File: config.mk
export PLATFORM = sky130hd
export DESIGN_NAME = csa_muladd
export DESIGN_NICKNAME = d
export VERILOG_FILES = /design/src/rtl/csm_pkg.sv /design/src/rtl/csm_fa.sv /design/src/rtl/csm_pp_plane.sv /design/src/rtl/csm_reduce.sv /design/src/rtl/csm_final_add.sv /design/src/rtl/csa_muladd.sv
export SDC_FILE = /design/constraint.sdc
export NUM_CORES = 1
export LEC_CHECK = 0
export BUFFER_PORTS_ARGS = -buffer_cell sky130_fd_sc_hd__buf_4
export CORE_AREA = 2 2 39 41
export DETAILED_ROUTE_END_ITERATION = 8
export DIE_AREA = 0 0 41 43
export PLACE_DENSITY = 0.69
export SLEW_MARGIN = 0
export SYNTH_ARGS = -nofsm -noshare
export SYNTH_HDL_FRONTEND = slang
export SYNTH_SLANG_ARGS = --single-unit
File: constraint.sdc
create_clock -name vclk -period 3.3
set_input_delay 0.33 -clock vclk [all_inputs]
set_output_delay 0.33 -clock vclk [all_outputs]
set_load 0.01 [all_outputs]
File: src/rtl/csm_pkg.sv
package csm_pkg;

    // Result width that holds the product plus every addend without wrap.
    function automatic int res_width(input int xw, input int yw);
        return xw + yw + 1;
    endfunction

    // Smallest legal operand width for the reduction grid.
    localparam int MIN_W = 2;

endpackage

File: src/rtl/csm_fa.sv
module csm_fa (
    input  logic a,
    input  logic b,
    input  logic ci,
    output logic s,
    output logic co
);

    logic hx;

    always_comb begin
        hx = a ^ b;
        s  = hx ^ ci;
        co = (a & b) | (hx & ci);
    end

endmodule

File: src/rtl/csm_pp_plane.sv
module csm_pp_plane #(
    parameter int XW = 3,
    parameter int YW = 3
) (
    input  logic [XW-1:0]          op_x,
    input  logic [YW-1:0]          op_y,
    output logic [XW-1:0][YW-1:0]  pp
);

    for (genvar gi = 0; gi < XW; gi++) begin : g_row
        for (genvar gj = 0; gj < YW; gj++) begin : g_col
            assign pp[gi][gj] = op_x[gi] & op_y[gj];
        end
    end

    // A zero multiplicand must leave the whole plane empty.
    always_comb begin
        if (op_x == '0) begin
            AST_PP_ZERO: assert (pp == '0) else $error("partial products not empty for zero multiplicand");
        end
    end

endmodule

File: src/rtl/csm_reduce.sv
module csm_reduce #(
    parameter int XW = 3,
    parameter int YW = 3
) (
    input  logic [XW-1:0][YW-1:0]  pp,
    input  logic [YW-1:0]          top_a,
    input  logic [YW-1:0]          top_b,
    input  logic [XW-1:0]          side_w,
    output logic [XW-1:0]          low_bits,
    output logic [YW-1:0]          sum_row,
    output logic [YW-1:0]          car_row
);

    import csm_pkg::*;
    localparam int RW = res_width(XW, YW);

    logic [XW-1:0][YW-1:0] s_q;
    logic [XW-1:0][YW-1:0] c_q;
    logic [XW-1:0][YW-1:0] north_in;
    logic [XW-1:0][YW-1:0] diag_in;

    for (genvar gi = 0; gi < XW; gi++) begin : g_row
        for (genvar gj = 0; gj < YW; gj++) begin : g_col
            if (gi == 0) begin : g_first
                assign north_in[gi][gj] = top_a[gj];
                assign diag_in[gi][gj]  = top_b[gj];
            end else begin : g_inner
                if (gj == YW - 1) begin : g_edge
                    assign north_in[gi][gj] = side_w[gi-1];
                end else begin : g_mid
                    assign north_in[gi][gj] = s_q[gi-1][gj+1];
                end
                assign diag_in[gi][gj] = c_q[gi-1][gj];
            end
            csm_fa u_cell (
                .a  (pp[gi][gj]),
                .b  (north_in[gi][gj]),
                .ci (diag_in[gi][gj]),
                .s  (s_q[gi][gj]),
                .co (c_q[gi][gj])
            );
        end
        assign low_bits[gi] = s_q[gi][0];
    end

    assign sum_row = {side_w[XW-1], s_q[XW-1][YW-1:1]};
    assign car_row = c_q[XW-1];

    // Carry-save form must conserve the weighted total of all inputs.
    always_comb begin : chk_conserve
        logic [RW-1:0] lhs;
        logic [RW-1:0] rhs;
        rhs = RW'(top_a) + RW'(top_b) + (RW'(side_w) << YW);
        for (int i = 0; i < XW; i++) begin
            for (int j = 0; j < YW; j++) begin
                rhs = rhs + (RW'(pp[i][j]) << (i + j));
            end
        end
        lhs = RW'(low_bits) + (RW'(sum_row) << XW) + (RW'(car_row) << XW);
        AST_CS_CONSERVE: assert (lhs == rhs) else $error("carry-save rows lost weight");
    end

endmodule

File: src/rtl/csm_final_add.sv
module csm_final_add #(
    parameter int YW = 3
) (
    input  logic [YW-1:0] op_s,
    input  logic [YW-1:0] op_c,
    input  logic          cin,
    output logic [YW-1:0] sum,
    output logic          cout
);

    logic [YW:0] cy;

    assign cy[0] = cin;

    for (genvar gk = 0; gk < YW; gk++) begin : g_bit
        csm_fa u_fa (
            .a  (op_s[gk]),
            .b  (op_c[gk]),
            .ci (cy[gk]),
            .s  (sum[gk]),
            .co (cy[gk+1])
        );
    end

    assign cout = cy[YW];

    // Ripple result must equal the exact sum with its carry out kept.
    always_comb begin
        AST_NO_OVERFLOW: assert ({cout, sum} == ((YW+1)'(op_s) + (YW+1)'(op_c) + (YW+1)'(cin)))
            else $error("final adder result not exact");
    end

endmodule

File: src/rtl/csa_muladd.sv
module csa_muladd #(
    parameter int XW = 3,
    parameter int YW = 3
) (
    input  logic [XW-1:0]        op_x,
    input  logic [YW-1:0]        op_y,
    input  logic [YW-1:0]        top_a,
    input  logic [YW-1:0]        top_b,
    input  logic [XW-1:0]        side_w,
    input  logic                 fin_c,
    output logic [XW+YW:0]       prod
);

    import csm_pkg::*;
    localparam int RW = res_width(XW, YW);

    logic [XW-1:0][YW-1:0] pp;
    logic [XW-1:0]         low_bits;
    logic [YW-1:0]         sum_row;
    logic [YW-1:0]         car_row;
    logic [YW-1:0]         hi_sum;
    logic                  hi_cout;

    csm_pp_plane #(.XW(XW), .YW(YW)) u_plane (
        .op_x (op_x),
        .op_y (op_y),
        .pp   (pp)
    );

    csm_reduce #(.XW(XW), .YW(YW)) u_reduce (
        .pp       (pp),
        .top_a    (top_a),
        .top_b    (top_b),
        .side_w   (side_w),
        .low_bits (low_bits),
        .sum_row  (sum_row),
        .car_row  (car_row)
    );

    csm_final_add #(.YW(YW)) u_final (
        .op_s (sum_row),
        .op_c (car_row),
        .cin  (fin_c),
        .sum  (hi_sum),
        .cout (hi_cout)
    );

    assign prod = {hi_cout, hi_sum, low_bits};

    always_comb begin
        if (XW < MIN_W || YW < MIN_W) begin
            AST_WIDTH_OK: assert (0) else $error("operand widths below minimum");
        end
        if (top_a == '0 && top_b == '0 && side_w == '0 && !fin_c) begin
            AST_MULT_ONLY: assert (prod == (RW'(op_x) * RW'(op_y)) && !prod[RW-1])
                else $error("pure product wrong");
        end
        if (&{op_x, op_y, top_a, top_b, side_w, fin_c}) begin
            AST_ALL_ONES: assert (&prod) else $error("maximum inputs did not give all ones");
        end
    end

endmodule

Word level (Yosys, flattened, before mapping):

Index checks and enable logic that the tools add are counted.

* register bits: 0
* input port bits: 16
* word-level logic and storage cells: 69

* bitwise logic cells: 69

Operators by type and width (number)
* $and 1x1->1: 33
* $xor 1x1->1: 24
* $or 1x1->1: 12

Logic depth before layout (Yosys ltp):

* depth in word-level cells: 15
* gate-level depth with buffers: 12
* depth with buffers taken out: 11

By module:

Synthesis repeated with hierarchy kept, for this count alone.

* cell total of the unflattened synthesis: 26
* area total of the unflattened synthesis: 334.1 um^2

By module, submodules not included
* csm_fa: times used 12, cells an instance 1, area an instance 20.0 um^2, seq. area each 0.0 um^2
* csm_pp_plane: times used 1, cells an instance 9, area an instance 56.3 um^2, seq. area each 0.0 um^2
* csm_reduce: times used 1, cells an instance 4, area an instance 30.0 um^2, seq. area each 0.0 um^2
* csa_muladd: times used 1, cells an instance 1, area an instance 7.5 um^2, seq. area each 0.0 um^2

Worst setup path before layout:

Ideal clock, no wire load.

* path kind: input -> output
* from: input port op_x[0]
* to: output port prod[5]
* arrival: 3.110 ns
* setup slack: -0.140 ns
* stages: 12
* cells stage by stage: and2_1 fa_1 inv_1 fa_1 inv_1 fa_1 inv_1 fa_1 inv_1 fa_1 fa_1 buf_4

* longest elaborated chain between the ends: 14

Ends and longest elaborated chain
* from (decl): line csa_muladd.sv:5 `input logic [XW-1:0] op_x,`
* $and 1x1->1: line csm_pp_plane.sv:12 `assign pp[gi][gj] = op_x[gi] & op_y[gj];`
* $xor 1x1->1: line csm_fa.sv:12 `hx = a ^ b;`
* $xor 1x1->1 / $and 1x1->1 (equally long branches): line csm_fa.sv:13, csm_fa.sv:14
* $xor 1x1->1 / $or 1x1->1 (equally long branches): line csm_fa.sv:12, csm_fa.sv:14
* $xor 1x1->1 / $and 1x1->1 (equally long branches): line csm_fa.sv:13, csm_fa.sv:14
* $xor 1x1->1 / $or 1x1->1 (equally long branches): line csm_fa.sv:12, csm_fa.sv:14
* $and 1x1->1: line csm_fa.sv:14 `co = (a & b) | (hx & ci);`
* $or 1x1->1: line csm_fa.sv:14
* $xor 1x1->1: line csm_fa.sv:12
* $and 1x1->1: line csm_fa.sv:14
* $or 1x1->1: line csm_fa.sv:14
* $and 1x1->1: line csm_fa.sv:14
* $or 1x1->1: line csm_fa.sv:14
* $xor 1x1->1 *: line csm_fa.sv:13 `s = hx ^ ci;`
* to (decl): line csa_muladd.sv:11 `output logic [XW+YW:0] prod`

Mark *: on every way between the ends. The rest lies on a longest branch, timed or not.

Final worst setup path:

Same ends and word-level chain as after synthesis.

==> results.yml <==
finish:
  fin_cells: 82
  multiInputGateArea_um2: 301.5
  design_area_um2: 603.1
  insertedDiodeCount: 0
  syn_to_final_growth_pct: 46.95
  utilization: 0.4358
  clock_buffers: 0
  nFlopsAndLatches: 0
  regArea_um2: 0
  fillers: 146
  drive_above_1_share: 0.5455
  layout.nets: 96
power:
  power.density_nw_per_um2: 304.1
  finalPower_mw: 0.1834
  p_leak_nw: 0.3376
  p_sw_mw: 0.08275
  p_seq_frac: 0
  ir_drop_uv: 187.0
  comb_power_share: 1.000
  p_int_mw: 0.1006
  switching_share: 0.4512
  clkPwrFrac: 0
synth:
  ys_seq_area_frac: 0
  synthDistinctLibCells: 5
  mappedNetlistNets: 75
  netlist_instances: 47
  synth-xor-area-share: 0
  synth_largest_area_cell: "fa_1"
  synth.most_common_cell: "inv_1"
  synthSimpleGateAreaFrac: 0.1128
  synth_common_cells: "19 x inv_1, 12 x fa_1, 7 x buf_4, 5 x and2_1, 4 x nand2_1"
  synth-adder-area-share: 0.5854
  avgSynthCellArea_um2: 8.732
  synthMuxAreaShare: 0
  synth_top_family_by_area: "adder cells"
  synth_area_um2: 410.4
  synth-compound-area-share: 0
  yosys_warnings: 0
  synth_area_leaders: "fa_1 59%, inv_1 17%, buf_4 13%"
  synth_top_area_share: 0.5854
place:
  io_buffers: 23
  dp.cells: 82
  dpl.hpwl_um: 699.5
  postPlaceCellArea_um2: 575.6
  dp_slack_ps: -310.2
  gp_congestion: 0.6267
timing:
  hold_viol_final: 0
  hold_ws_ps: 1036
  finalSetupViolCount: 2
  period_needed_ps: 3583
  tightest_slew_ps: 100.5
  final_max_slew_viol_count: 0
  slew_headroom: 0.9328
  setup_tns_ps: -400.3
  finalCritPeriodShare: 1.086
  fmax_mhz: 279.1
  rsz0062_at_grt: "yes"
  setup_slack_ps: -283.4
route:
  vias_per_cell: 4.037
  drt_iter0_drc: 1
  wire_per_inst_um: 8.695
  drc_errors: 0
  drtPass1Iterations: 2
  vias: 331
  totalWireLength_um: 713
  ant_nets: 0
setup_path:
  critPathMaxFanout: 2
  cp_top_family: "adder cells"
  worstPathRequired_ps: 2970
  critPathKind: "primary input to primary output"
  path_cells: "buf_6 -> and2_4 -> fa_1 -> inv_2 -> fa_2 -> inv_2 -> fa_2 -> inv_2 -> fa_2 -> inv_2 -> fa_2 -> fa_2 -> buf_6"
  cp_slowest_cell: "fa_2"
  arrival_ps: 3250
  cpMostUsedCell: "fa_2"
  critPathCaptureType: "primary output"
  cp_num_buf_inv: 6
  cp-start-kind: "primary input"
  critPathMaxStageDelay_ps: 530
global_routing:
  grt_util_met1: 0.09060
  use_met3: 0
  use_met2: 0.2031
  grt_max_degree: 4
  overflow: 0
  top_usage_layer: "met2"
  grt_use_total: 0.09359
  grt_pass1_wl_um: 1207
  antenna_found_initial: 0
  grt_pass1_vias: 372
floorplan:
  num_rows: 14
  start_util: 0.2966
  die_w_um: 41
  io_pins: 23
  dieArea_um2: 1763
  core-area_um2: 1384
  die_y_um: 43
flow_run:
  cap_violations: 0
outcome:
  status: "finished with violations"
  violations: "setup timing"
cts:
  cts_setup_buffers: 0
  cts_hold_buf: 0
hold_path:
  holdCritPathClass: "primary input to primary output"
[final cells by class]
type | instances | area share
inverter | 19 | 0.1183
timing repair buffer | 26 | 0.3485
multi-input combinational | 21 | 0.5000
tap | 16 | 0.03320
[kinds of logic (layout without fill, tap and decap cells)]
logic type    Yosys count  in the layout
simple gates            9              9
fa+ha+maj              12             12
buf+inv                26             45
[path summary, 6_finish.rpt]
check	from	endpoint	depth (start not counted)
worst min-delay path	side_w[2]	prod[6]	3
worst max-delay path	op_x[0]	prod[5]	13
[layer usage]
layer | share of wire | vias to the layer above
li1 | - | 153
met1 | 0.30 | 163
met2 | 0.61 | 15
met3 | 0.091 | 0
met4 | 0 | 0
met5 | 0 | -
[layout by cell type (no fill, tap or decap)]
cell type   n
and2_4      1
fa_1        7
buf_6       4
buf_4      22
inv_1      15
and2_1      4
fa_2        5
inv_2       4
nand2_1     4
[power by group through the flow]
stage | Clock [mW] | Combinational (mW) | Sequential, mW
after detailed placement | 0 | 0.170 | 0
final | 0 | 0.183 | 0
after global routing | 0 | 0.204 | 0
after global placement | 0 | 0.164 | 0
after CTS | 0 | 0.188 | 0
after floorplan | 0 | 0.131 | 0
[worst min-delay path: stages]
cell and delay, ps:
buf_4 90, fa_2 190, buf_6 100
[timing repair]
item / in CTS / in global routing
pin swaps: 0 / 0
endpoints found under the hold margin: 0 / 0
gates resized for setup: 12 / 1
cloned: 0 / 0
endpoints found under the setup margin: 3 / 3
Note: power is estimated with default switching activity, not from simulation.
